===== src/rtl/fmaw_pkg.sv =====
// Package: shared types and constants for the scalar FMA router.
// Assumes opcode byte values are fixed by the instruction encoding.
package fmaw_pkg;
    typedef enum logic [1:0] {
        FORM_NONE = 2'd0,
        FORM_132  = 2'd1,
        FORM_213  = 2'd2,
        FORM_231  = 2'd3
    } form_e;

    localparam logic [7:0] OPC_132 = 8'h99;
    localparam logic [7:0] OPC_213 = 8'hA9;
    localparam logic [7:0] OPC_231 = 8'hB9;
endpackage


===== src/rtl/fmaw_decode.sv =====
// Decodes the opcode byte into an operand form and a legality flag.
// Assumes exactly three legal opcode values; all others are illegal.
module fmaw_decode
    import fmaw_pkg::*;
#(
    parameter int OPC_W = 8
) (
    input  logic [OPC_W-1:0] opcode,
    output form_e            form,
    output logic             legal
);
    // Map opcode byte to an operand form.
    always_comb begin
        form  = FORM_NONE;
        legal = 1'b1;
        case (opcode)
            OPC_W'(OPC_132): form = FORM_132;
            OPC_W'(OPC_213): form = FORM_213;
            OPC_W'(OPC_231): form = FORM_231;
            default:         legal = 1'b0;
        endcase
    end
endmodule


===== src/rtl/fmaw_route.sv =====
// Routes the low elements onto the datapath multiplier and adder inputs.
// Assumes FORM_NONE drives all datapath inputs to zero.
module fmaw_route
    import fmaw_pkg::*;
#(
    parameter int ELEM_W = 32
) (
    input  form_e             form,
    input  logic [ELEM_W-1:0] dst_lo,
    input  logic [ELEM_W-1:0] src2_lo,
    input  logic [ELEM_W-1:0] src3_lo,
    output logic [ELEM_W-1:0] mul_a,
    output logic [ELEM_W-1:0] mul_b,
    output logic [ELEM_W-1:0] add_c
);
    // Select the operand ordering for the chosen form.
    always_comb begin
        mul_a = '0;
        mul_b = '0;
        add_c = '0;
        case (form)
            FORM_132: begin
                mul_a = dst_lo;
                mul_b = src3_lo;
                add_c = src2_lo;
            end
            FORM_213: begin
                mul_a = src2_lo;
                mul_b = dst_lo;
                add_c = src3_lo;
            end
            FORM_231: begin
                mul_a = src2_lo;
                mul_b = src3_lo;
                add_c = dst_lo;
            end
            default: begin
                mul_a = '0;
                mul_b = '0;
                add_c = '0;
            end
        endcase
    end
endmodule


===== src/rtl/fmaw_merge.sv =====
// Builds the full-width register write from the datapath result and masks.
// Assumes MAXVL >= REG_W > ELEM_W; all bits above REG_W are written as zero.
module fmaw_merge #(
    parameter int ELEM_W = 32,
    parameter int REG_W  = 128,
    parameter int MAXVL  = 512,
    parameter int FLAG_W = 5
) (
    input  logic              legal,
    input  logic              mask_en,
    input  logic              mask_b0,
    input  logic              zero_mode,
    input  logic [REG_W-1:0]  dst,
    input  logic [ELEM_W-1:0] result,
    input  logic [FLAG_W-1:0] flags_in,
    output logic              wr_en,
    output logic [MAXVL-1:0]  data,
    output logic [FLAG_W-1:0] flags_out
);
    localparam int UPPER_W = MAXVL - REG_W;

    logic              compute;
    logic [ELEM_W-1:0] low_elem;

    // Decide whether element 0 is computed or masked off.
    always_comb compute = legal && (!mask_en || mask_b0);

    // Pick the low element: result, merged old value, or zero.
    always_comb begin
        if (compute)        low_elem = result;
        else if (zero_mode) low_elem = '0;
        else                low_elem = dst[ELEM_W-1:0];
    end

    // Assemble the register-width part; illegal requests produce all zero.
    always_comb begin
        data[REG_W-1:0] = legal ? {dst[REG_W-1:ELEM_W], low_elem} : '0;
    end

    // Clear every bit above the register width.
    generate
        if (UPPER_W > 0) begin : g_upper
            always_comb data[MAXVL-1:REG_W] = '0;
        end
    endgenerate

    // Write enable and flag forwarding.
    always_comb begin
        wr_en     = legal;
        flags_out = compute ? flags_in : '0;
    end
endmodule


===== src/rtl/fma_route_wb.sv =====
// Top: scalar FMA operand router and masked full-width writeback.
// Assumes a combinational external datapath; writeback is registered once,
// so results appear one clock after the request. Synchronous active-low reset.
module fma_route_wb
    import fmaw_pkg::*;
#(
    parameter int OPC_W  = 8,
    parameter int ELEM_W = 32,
    parameter int REG_W  = 128,
    parameter int MAXVL  = 512,
    parameter int FLAG_W = 5
) (
    input  logic              clk,
    input  logic              rst_n,
    input  logic              in_valid,
    input  logic [OPC_W-1:0]  opcode,
    input  logic [REG_W-1:0]  dst_in,
    input  logic [REG_W-1:0]  src2_in,
    input  logic [ELEM_W-1:0] src3_in,
    input  logic              mask_en,
    input  logic              mask_b0,
    input  logic              zero_mode,
    output logic [ELEM_W-1:0] dp_mul_a,
    output logic [ELEM_W-1:0] dp_mul_b,
    output logic [ELEM_W-1:0] dp_add_c,
    input  logic [ELEM_W-1:0] dp_result,
    input  logic [FLAG_W-1:0] dp_flags,
    output logic              out_valid,
    output logic              wr_en,
    output logic [MAXVL-1:0]  wr_data,
    output logic              illegal_op,
    output logic [FLAG_W-1:0] exc_flags
);
    form_e             form;
    logic              legal;
    logic              wr_en_d;
    logic [MAXVL-1:0]  data_d;
    logic [FLAG_W-1:0] flags_d;

    fmaw_decode #(.OPC_W(OPC_W)) u_decode (
        .opcode (opcode),
        .form   (form),
        .legal  (legal)
    );

    fmaw_route #(.ELEM_W(ELEM_W)) u_route (
        .form    (form),
        .dst_lo  (dst_in[ELEM_W-1:0]),
        .src2_lo (src2_in[ELEM_W-1:0]),
        .src3_lo (src3_in),
        .mul_a   (dp_mul_a),
        .mul_b   (dp_mul_b),
        .add_c   (dp_add_c)
    );

    fmaw_merge #(
        .ELEM_W (ELEM_W),
        .REG_W  (REG_W),
        .MAXVL  (MAXVL),
        .FLAG_W (FLAG_W)
    ) u_merge (
        .legal     (legal),
        .mask_en   (mask_en),
        .mask_b0   (mask_b0),
        .zero_mode (zero_mode),
        .dst       (dst_in),
        .result    (dp_result),
        .flags_in  (dp_flags),
        .wr_en     (wr_en_d),
        .data      (data_d),
        .flags_out (flags_d)
    );

    // Register the writeback slot; idle cycles clear it.
    always_ff @(posedge clk) begin
        if (!rst_n || !in_valid) begin
            out_valid  <= 1'b0;
            wr_en      <= 1'b0;
            wr_data    <= '0;
            illegal_op <= 1'b0;
            exc_flags  <= '0;
        end else begin
            out_valid  <= 1'b1;
            wr_en      <= wr_en_d;
            wr_data    <= data_d;
            illegal_op <= !legal;
            exc_flags  <= flags_d;
        end
    end
endmodule


===== config.mk =====
export PLATFORM = sky130hd
export DESIGN_NAME = fma_route_wb
export DESIGN_NICKNAME = d
export VERILOG_FILES = /design/src/rtl/fmaw_pkg.sv /design/src/rtl/fmaw_decode.sv /design/src/rtl/fmaw_route.sv /design/src/rtl/fmaw_merge.sv /design/src/rtl/fma_route_wb.sv
export SDC_FILE = /design/constraint.sdc
export NUM_CORES = 1
export LEC_CHECK = 0
export CAP_MARGIN = 20
export CORE_AREA = 2 2 369 371
export CTS_CLUSTER_SIZE = 28
export DETAILED_ROUTE_END_ITERATION = 10
export DIE_AREA = 0 0 371 373
export PLACE_DENSITY_LB_ADDON = 0.12
export SETUP_SLACK_MARGIN = 0.1
export SLEW_MARGIN = 25
export SYNTH_ARGS = -nofsm -noshare
export SYNTH_HDL_FRONTEND = slang
export SYNTH_SLANG_ARGS = --single-unit

===== constraint.sdc =====
create_clock -name clk -period 2.3 [get_ports clk]
set_input_delay 0.46 -clock clk [delete_from_list [all_inputs] [get_ports clk]]
set_output_delay 0.46 -clock clk [all_outputs]
set_load 0.01 [all_outputs]

Word-level counts from Yosys, hierarchy flattened
Index checks and enable logic that the tools add are counted.

Reductions and logical operators: 12. Equal/unequal tests: 6. Mux-type cells: 8. Bitwise logic cells: 2.

Operator list (count): 32-bit case mux with 2 select lines (2); 32-bit case mux with 3 select lines (1); 32-bit two-way mux (2); 8-bit == test (second input constant) (3); 2-bit OR reduction (4); 2-bit case mux with 3 select lines (1); 2-bit == test (second input constant) (2); 1-bit logical NOT (4); 3-bit OR reduction (1); 2-bit by 1-bit == test with 1-bit output (second input constant) (1); 1-bit logical OR (2); 1-bit two-way mux (2); 1-bit inverter (2); 1-bit logical AND (1).

Flip-flop bits (word level): 520. Input bits: 339. Word-level logic and storage cells: 34. Output and inout port bits: 616.

Depth between registers and ports, before layout
Gate-level depths: netlist of the first run.

Depth in word-level cells: 6. Mapped depth: 6. Depth with buffers taken out: 4.

Modules after synthesis
A second synthesis of the first run with hierarchy kept.

Cells, all modules: 1996. Area, all modules: 20303.2 sq um.

By module, submodules not included: fma_route_wb (seq. area each 10410.0 sq um, times used 1, area an instance 14320.0 sq um, cells an instance 1155); fmaw_merge (seq. area each 0.0 sq um, times used 1, area an instance 4256.6 sq um, cells an instance 610); fmaw_route (seq. area each 0.0 sq um, times used 1, area an instance 1662.8 sq um, cells an instance 224); fmaw_decode (seq. area each 0.0 sq um, times used 1, area an instance 63.8 sq um, cells an instance 7).

Least setup slack after synthesis of the first run
No wires, ideal clock.

Path kind: input to output. Start: input opcode[2]. End: output dp_add_c[10]. Stages: 5. Path buffers: 2. Arrival: 1422 ps. Data required time: 1840 ps. Path slack: 418 ps. Path through: and4bb_2 nand2_1 buf_2 buf_2 nor2_1.

Longest elaborated chain between the ends: 4. Elaborated cells between the ends (all ways): 8. Those cells by class: eq/ne (6); mux (2).

Ends and longest elaborated chain: from (decl) (RTL line fma_route_wb.sv:16) `input logic [OPC_W-1:0] opcode,`; 8-bit == test (RTL line fmaw_decode.sv:16) `case (opcode)`; 2-bit case mux with 3 select lines * (RTL line fmaw_decode.sv:16); 2-bit == test or 2-bit by 1-bit == test with 1-bit output (tied branches) (RTL line fmaw_route.sv:21) `case (form)`; 32-bit case mux with 3 select lines * (RTL line fmaw_route.sv:21); to (decl) (RTL line fma_route_wb.sv:25) `output logic [ELEM_W-1:0] dp_add_c,`.

Mark *: on every way between the ends. The rest lies on a longest branch, timed or not.

Worst setup path after layout of the first run
Start: input opcode[1]. End: output dp_add_c[17].

The elaborated chain is that of the path after synthesis.

==> results of run 1 <==
[tightest hold or removal path, delay by kind of cell]
family / cells / cell delay (ns)
buffers and inverters: 1 / 0.40
and+or+nand+nor: 1 / 0.06
AOI/OAI and AO/OA: 1 / 0.05
[metrics by stage]
step | hold WS [ns] | setup TNS [ns] | total power, mW | worst slack (ns)
final | 0.471 | 0 | 7.01 | 0.0380
after CTS | 0.400 | -0.0621 | 7.23 | -0.0621
after floorplan | 0.596 | 0 | 3.47 | 0.418
after detailed placement | 1.02 | -50.66 | 3.83 | -0.784
after global placement | 1.02 | -51.64 | 3.84 | -0.778
after global routing | 0.449 | -0.0318 | 7.41 | -0.0318
[cells by family after synthesis]
logic type             after synthesis  share of synthesized area
AOI/OAI and AO/OA                  129                     0.0909
buffers and inverters              462                      0.373
DFF                                136                      0.307
muxes                               32                     0.0406
other                                1                   0.000422
and+or+nand+nor                    305                      0.189
[area by class of cell]
cell class / instances / area share
antenna: 5 / 0.000742
multi-input combinational: 850 / 0.290
clock buffer: 17 / 0.0252
sequential: 136 / 0.161
inverter: 2 / 0.000445
clock inverter: 15 / 0.0106
tap: 1781 / 0.132
timing repair buffer: 632 / 0.379
[sequential cells by signal (all words and copies together) (netlist names)]
name,flops
illegal_op,1
out_valid,1
wr_en,1
exc_flags,5
wr_data,128
[repair_timing]
action | CTS | global route
buffers inserted | 18 | 5
gates resized for setup | 528 | 62
endpoints found under the setup margin | 96 | 59
hold buffers | 0 | 0
pin swaps | 28 | 8
gates cloned | 10 | 1
[cell usage in the layout, fill, tap and decap left out, types with 25 or more instances in the layout]
master	n
sky130_fd_sc_hd__conb_1	384
sky130_fd_sc_hd__clkdlybuf4s50_1	359
sky130_fd_sc_hd__dfxtp_1	136
sky130_fd_sc_hd__buf_4	104
sky130_fd_sc_hd__and3_1	101
sky130_fd_sc_hd__nand2_1	65
sky130_fd_sc_hd__nand3b_1	64
sky130_fd_sc_hd__buf_2	59
sky130_fd_sc_hd__a21oi_1	42
sky130_fd_sc_hd__buf_6	37
sky130_fd_sc_hd__a22oi_1	34
sky130_fd_sc_hd__buf_12	34
sky130_fd_sc_hd__nor2_4	31
sky130_fd_sc_hd__a22oi_2	30
sky130_fd_sc_hd__mux2_2	27
sky130_fd_sc_hd__nor2_1	25
[report_power, final]
group / switching (mW) / total, mW / internal (mW)
Sequential: 0.00173 / 2.36 / 2.36
Combinational: 0.833 / 1.57 / 0.736
Clock: 1.53 / 3.08 / 1.55
[per-layer routing]
metal,GRT usage,vias to the layer above,part of all wire
li1,-,3941,-
met3,0.0396,74,0.11
met4,0.0292,22,0.031
met5,0,-,0.0024
met1,0.0854,4039,0.37
met2,0.143,620,0.48
[worst max path at each step]
stage               slack (ns)            to  depth (start not counted)
global placement         -0.78  dp_add_c[17]                          9
detailed placement       -0.78  dp_add_c[17]                          9
floorplan                 0.42  dp_add_c[10]                          5
CTS                      -0.06  dp_add_c[17]                          9
finish                    0.04  dp_add_c[17]                          9
global route             -0.03  dp_add_c[17]                          9
==> metrics.txt, run 1 <==
status completed; Non-Filler Cell Area, Final 16900 µm²; number of enable-type register cells in the synthesized netlist 0; Vias/cell 2.53; unique cell type count in the Yosys netlist 22; via count of the first global-routing pass 8893; Async SR Flop Fraction 0; final routed wirelength across all metal layers 59200 µm; boundary pin count 955; H-tree levels 4; number of antenna violations at the first check in global routing 20; share of synthesized area occupied by flip-flops and latches 0.307; weighted congestion reported at the end of routability-driven placement 0.827; crit-path cells buf_6, and4bb_4, nand2_8, buf_12, buf_12, buf_6, nor2_4, buf_6, buf_12; footprint of the multi-input gates 4890 µm²; Global Route Usage Sum 0.0822; DIE AREA 138000 µm²; Placeable Area 135000 µm²; number of buffers added on ports 474; Synth top cells by count sky130_fd_sc_hd__buf_4 (384), sky130_fd_sc_hd__dfxtp_1 (136), sky130_fd_sc_hd__and3_1 (102), sky130_fd_sc_hd__nand2_1 (66); syn_area_per_cell 8.34 µm²; endpoint required time on the critical path 1.84 ns; period utilisation layout 0.983; Crit. End Element output pin; die boundary width 371 µm; clock sink count 136; P&R area growth vs syn 89.8%; Power Dens Cells 416 nW/µm²; TritonCTS clock tree built; pin slew with the least headroom to its limit 0.690 ns; post-route ant nets 0; Worst Hold Launch dp_result[22]; RSZ-0062 raised after global routing true; Leakage Power 7.09 nW; total overflow reported by the global router 0; family with the most delay on the worst path buffers and inverters; commonest register cell after synthesis sky130_fd_sc_hd__dfxtp_1; drt initial violations 243; fraction of the core area covered by cells at the end of the flow 0.125; Final Slew Violations 0; share of final-layout standard cells stronger than drive strength 1 0.255; most numerous cell in the Yosys netlist sky130_fd_sc_hd__buf_4; router iterations before antenna repair 4; clock slew at the register clock pins of the worst setup and hold paths 0.10 ns; f_max 0.442 GHz; worst hold stages 3; signal arrival time at the worst endpoint 1.80 ns; hold worst-path end wr_data[22]$_SDFF_PP0_; average wire per standard cell 17.2 µm; Synth area leaders sky130_fd_sc_hd__buf_4 (32%), sky130_fd_sc_hd__dfxtp_1 (31%), sky130_fd_sc_hd__and3_1 (7.2%); register bit count reported by yosys 136; Setup-failing EPs final 0; CTS Buf Count 17; post-DP HPWL 45800 µm; Std-Cell Rows 135; crit-path max FO 8; CP Buf/Inv Count 6; startpoint of the worst setup timing path opcode[1]; pin count of the biggest net entering global routing 56; Peak VDD IR 460 µV; Yosys warnings 0; post-synthesis cell type with the largest combined area sky130_fd_sc_hd__buf_4; number of standard cells after synthesis 1065; clock root buffer sky130_fd_sc_hd__clkbuf_16; cell area after synthesis 8880 µm²; post-detailed-route DRC marker count 0; number of placed instances, taps included 3369; Chip Height 373 µm; Post-DP Area 15300 µm²; Startpoint Class input port; delay contributed by the slowest stage of the critical path 0.40 ns; wire length of the first global-routing pass 76900 µm; sequential cell area 2720 µm²; critical path class in -> out; max capacitance violation total 0; worst relative slew slack 0.540; number of hold-slack violations in the final timing report 0; fraction of synthesized cell area taken by the top area cell type 0.325; number of standard cells in the final layout excluding fillers 3438; effective utilization at floorplan 0.0660; min Tclk post-route 2.26 ns; CP max stage cell sky130_fd_sc_hd__and4bb_4; maximum count of clock buffers along a single path 2; nets 1978; routed vias 8696; HP Class in -> reg; count of filler cells inserted in the layout 15500
(Power assumes the default switching activity.)
==> run 2: changes to the inputs <==
--- a/config.mk
+++ b/config.mk
@@ -7,6 +7,7 @@
 export LEC_CHECK = 0
 export CAP_MARGIN = 20
 export CORE_AREA = 2 2 369 371
+export CTS_BUF_LIST = sky130_fd_sc_hd__clkbuf_8 sky130_fd_sc_hd__clkbuf_16
 export CTS_CLUSTER_SIZE = 28
 export DETAILED_ROUTE_END_ITERATION = 10
 export DIE_AREA = 0 0 371 373
==> results of run 2 <==
Final layout, timing and power as in run 1 (identical DEF).
==> run 3: changes to the inputs <==
--- a/config.mk
+++ b/config.mk
@@ -5,12 +5,13 @@
 export SDC_FILE = /design/constraint.sdc
 export NUM_CORES = 1
 export LEC_CHECK = 0
+export ABC_AREA = 1
 export CAP_MARGIN = 20
-export CORE_AREA = 2 2 369 371
+export CORE_AREA = 2 2 373 375
 export CTS_BUF_LIST = sky130_fd_sc_hd__clkbuf_8 sky130_fd_sc_hd__clkbuf_16
 export CTS_CLUSTER_SIZE = 28
 export DETAILED_ROUTE_END_ITERATION = 10
-export DIE_AREA = 0 0 371 373
+export DIE_AREA = 0 0 375 377
 export PLACE_DENSITY_LB_ADDON = 0.12
 export SETUP_SLACK_MARGIN = 0.1
 export SLEW_MARGIN = 25
==> run 3 against run 2 <==
Against the previous run:
- total power fell by 5.7%
- final area rose by 4.2%
- clock power fell by 4%
- combinational power fell by 19%
- fmax fell by 2.6%
- first-iteration DRC count rose by 18%
- sequential power barely moved
- critical endpoint is now dp_add_c[31]
- the flow now finishes with violations (negative setup slack)
- worst hold slack improved by 0.0032 ns
==> metrics.txt, run 3 <==
cell occurring most often along the worst timing path sky130_fd_sc_hd__buf_12; post-detailed-route DRC marker count 0 (unchanged); post-synthesis cell type with the largest combined area sky130_fd_sc_hd__buf_4 (unchanged); number of standard cells after synthesis 1219 (was 1065); adder-cell share of the synthesized area 0 (unchanged); number of enable-type register cells in the synthesized netlist 0 (unchanged); CTS Buf Count 17 (unchanged); weighted congestion reported at the end of routability-driven placement 0.779 (was 0.827); Crit. End Element output pin (unchanged); TNS Setup -0.0290 ns (was 0 ns); Vias/cell 2.45 (was 2.53); average wire per standard cell 17.2 µm (about the same); DIE AREA 141000 µm² (was 138000 µm²); wire length of the first global-routing pass 78900 µm (was 76900 µm); unique cell type count in the Yosys netlist 20 (was 22); register bit count reported by yosys 136 (unchanged); Power Dens Cells 376 nW/µm² (was 416 nW/µm²); count of filler cells inserted in the layout 15800 (was 15500); clock sink count 136 (unchanged); post-route ant nets 0 (unchanged); crit-path max FO 5 (was 8); failing checks negative setup slack; share of synthesized area occupied by flip-flops and latches 0.317 (was 0.307); clock root buffer sky130_fd_sc_hd__clkbuf_16 (unchanged); nets 2188 (was 1978); largest registers ranked by flip-flop count wr_data (128), exc_flags (5) (unchanged); total overflow reported by the global router 0 (unchanged); syn_area_per_cell 7.05 µm² (was 8.34 µm²); die boundary width 375 µm (was 371 µm); f_max 0.431 GHz (was 0.442 GHz); CP max stage cell sky130_fd_sc_hd__buf_6 (was sky130_fd_sc_hd__and4bb_4); area fraction in and, or, nand and nor cells after synthesis 0.186 (was 0.189); highest-count cells in the layout ignoring fill and taps sky130_fd_sc_hd__conb_1 (384), sky130_fd_sc_hd__clkdlybuf4s50_1 (369), sky130_fd_sc_hd__inv_1 (136), sky130_fd_sc_hd__nor2_1 (136), sky130_fd_sc_hd__dfxtp_1 (136) (was sky130_fd_sc_hd__conb_1 (384), sky130_fd_sc_hd__clkdlybuf4s50_1 (359), sky130_fd_sc_hd__dfxtp_1 (136)); crit-path cells buf_6, nor2_4, nand2_4, buf_6, nor3_4, buf_12, buf_12, buf_8, buf_8, nand2_4, nand3_4, buf_12 (was buf_6, and4bb_4, nand2_8, buf_12, buf_12, buf_6, nor2_4, buf_6, buf_12); most common cell after layout, fill and taps aside sky130_fd_sc_hd__conb_1 (unchanged); Global Route Usage Sum 0.0843 (was 0.0822); Chip Height 377 µm (was 373 µm); maximum count of clock buffers along a single path 2 (unchanged); clock slew at the register clock pins of the worst setup and hold paths 0.07 ns (was 0.10 ns); multiplexer share of the synthesized area 0 (was 0.0406); number of buffers added on ports 474 (unchanged); pin count of the biggest net entering global routing 40 (was 56); Synth Area in Compound Gates 0.0718 (was 0.0909); number of hold-slack violations in the final timing report 0 (unchanged); worst slack at placement -1.27 ns (was -0.784 ns); Leakage Power 8.01 nW (was 7.09 nW); Final Slew Violations 0 (unchanged); Setup-failing EPs final 2 (was 0); Synth area leaders sky130_fd_sc_hd__buf_4 (34%), sky130_fd_sc_hd__dfxtp_1 (32%), sky130_fd_sc_hd__nand2_1 (7.6%) (was sky130_fd_sc_hd__buf_4 (32%), sky130_fd_sc_hd__dfxtp_1 (31%), sky130_fd_sc_hd__and3_1 (7.2%)); signal arrival time at the worst endpoint 1.86 ns (was 1.80 ns); Yosys warnings 0 (unchanged); fraction of synthesized cell area taken by the top area cell type 0.336 (was 0.325); delay contributed by the slowest stage of the critical path 0.14 ns (was 0.40 ns); max capacitance violation total 0 (unchanged); worst setup slack after layout -0.0225 ns (was 0.0380 ns); min Tclk post-route 2.32 ns (was 2.26 ns); register with the highest flop count wr_data (unchanged); HP Class in -> reg (unchanged); most numerous cell in the Yosys netlist sky130_fd_sc_hd__buf_4 (unchanged); period utilisation layout 1.01 (was 0.983); Startpoint Class input port (unchanged); largest family of logic cells by synthesized area buffers and inverters (unchanged); Peak VDD IR 579 µV (was 460 µV); via count of the first global-routing pass 9018 (was 8893); router iterations before antenna repair 4 (unchanged); critical path class in -> out (unchanged); routed vias 8971 (was 8696); number of antenna violations at the first check in global routing 16 (was 20); RSZ-0062 raised after global routing true (unchanged); status complete, but fails checks (was completed); effective utilization at floorplan 0.0627 (was 0.0660); H-tree levels 4 (unchanged); TritonCTS clock tree built (unchanged); endpoint required time on the critical path 1.84 ns (about the same); boundary pin count 955 (unchanged); share of final-layout standard cells stronger than drive strength 1 0.260 (was 0.255); Async SR Flop Fraction 0 (unchanged); drt initial violations 286 (was 243); Synth top cells by count sky130_fd_sc_hd__buf_4 (385), sky130_fd_sc_hd__nand2_1 (174), sky130_fd_sc_hd__inv_1 (141), sky130_fd_sc_hd__nor2_1 (139), sky130_fd_sc_hd__dfxtp_1 (136) (was sky130_fd_sc_hd__buf_4 (384), sky130_fd_sc_hd__dfxtp_1 (136), sky130_fd_sc_hd__and3_1 (102), sky130_fd_sc_hd__nand2_1 (66)); P&R area growth vs syn 104% (was 89.8%); number of flip-flops under the largest register name 128 (unchanged); Placeable Area 137000 µm² (was 135000 µm²); commonest register cell after synthesis sky130_fd_sc_hd__dfxtp_1 (unchanged); Std-Cell Rows 136 (was 135); cell area after synthesis 8590 µm² (was 8880 µm²); final routed wirelength across all metal layers 62800 µm (was 59200 µm); XOR/XNOR share of the synthesized area 0 (unchanged); post-DP HPWL 49500 µm (was 45800 µm)
## run 3: cell types whose count changed in the layout (fill, tap and decap cells not counted), sizes merged, moves of 60 or more
cell	change
inv	+139
a22oi	-64
o21ai	+64
nand3	+60
nand2	+109
nor2	+76
and3	-102
nand3b	-64
## run 3: cells by family (layout without fill, tap and decap cells)
| kind of cell | count (synthesis) | count (layout) |
|---|---|---|
| compound gates | 114 | 114 |
| other cells | 1 | 390 |
| buf+inv | 575 | 835 |
| flops | 136 | 136 |
| simple gates | 393 | 393 |
## run 3: final timing paths
check / cells after the start / slack [ns] / startpoint / end
hold / removal: 3 / 0.47 / dst_in[49] / wr_data[49]$_SDFF_PP0_
setup / recovery: 12 / -0.02 / opcode[1] / dp_add_c[31]
## run 3: layer usage
layer	wire length, µm	up-vias	GRT usage	part of all wire
met5	83	-	0	0.0013
met4	2200	16	0.0363	0.035
met3	6370	90	0.0417	0.10
met2	29800	599	0.141	0.47
met1	24300	4065	0.0895	0.39
li1	-	4201	-	-
## run 3: power breakdown
group          internal [mW]  switching [mW]
clock                   1.53            1.44
sequential              2.36         0.00139
combinational          0.559           0.715
## run 3: stage by stage
stage / hold slack [ns] / instances / total power, mW / utilization / instance area [µm²]
after floorplan: 0.572 / 1602 / 3.31 / - / 10000
after global placement: 0.989 / 3559 / 3.61 / 0.111 / 15200
after detailed placement: 0.986 / 3559 / 3.61 / 0.111 / 15200
after CTS: 0.394 / 3634 / 6.82 / 0.123 / 16800
after global routing: 0.435 / 3656 / 7.00 / 0.128 / 17500
final: 0.474 / 3662 / 6.60 / 0.128 / 17600
## run 3: area by class of cell
class	count	area [µm²]	share of cell area
multi-input combinational	891	4510	0.257
tap	1794	2240	0.128
clock buffer	17	425	0.0242
timing repair buffer	660	6940	0.395
inverter	143	544	0.0310
clock inverter	15	165	0.00940
sequential	136	2720	0.155
antenna	6	15.0	0.000855
## run 3: critical path: cells and delay by family
kind | cells | cell delay [ns]
buffers and inverters | 7 | 0.84
and+or+nand+nor | 5 | 0.53
## run 3: timing repair
action,in CTS,in global routing
endpoints found under the setup margin,97,91
resized for setup,628,174
gates cloned,8,4
pin swaps,36,21
buffers inserted,35,18
hold buffers,0,0
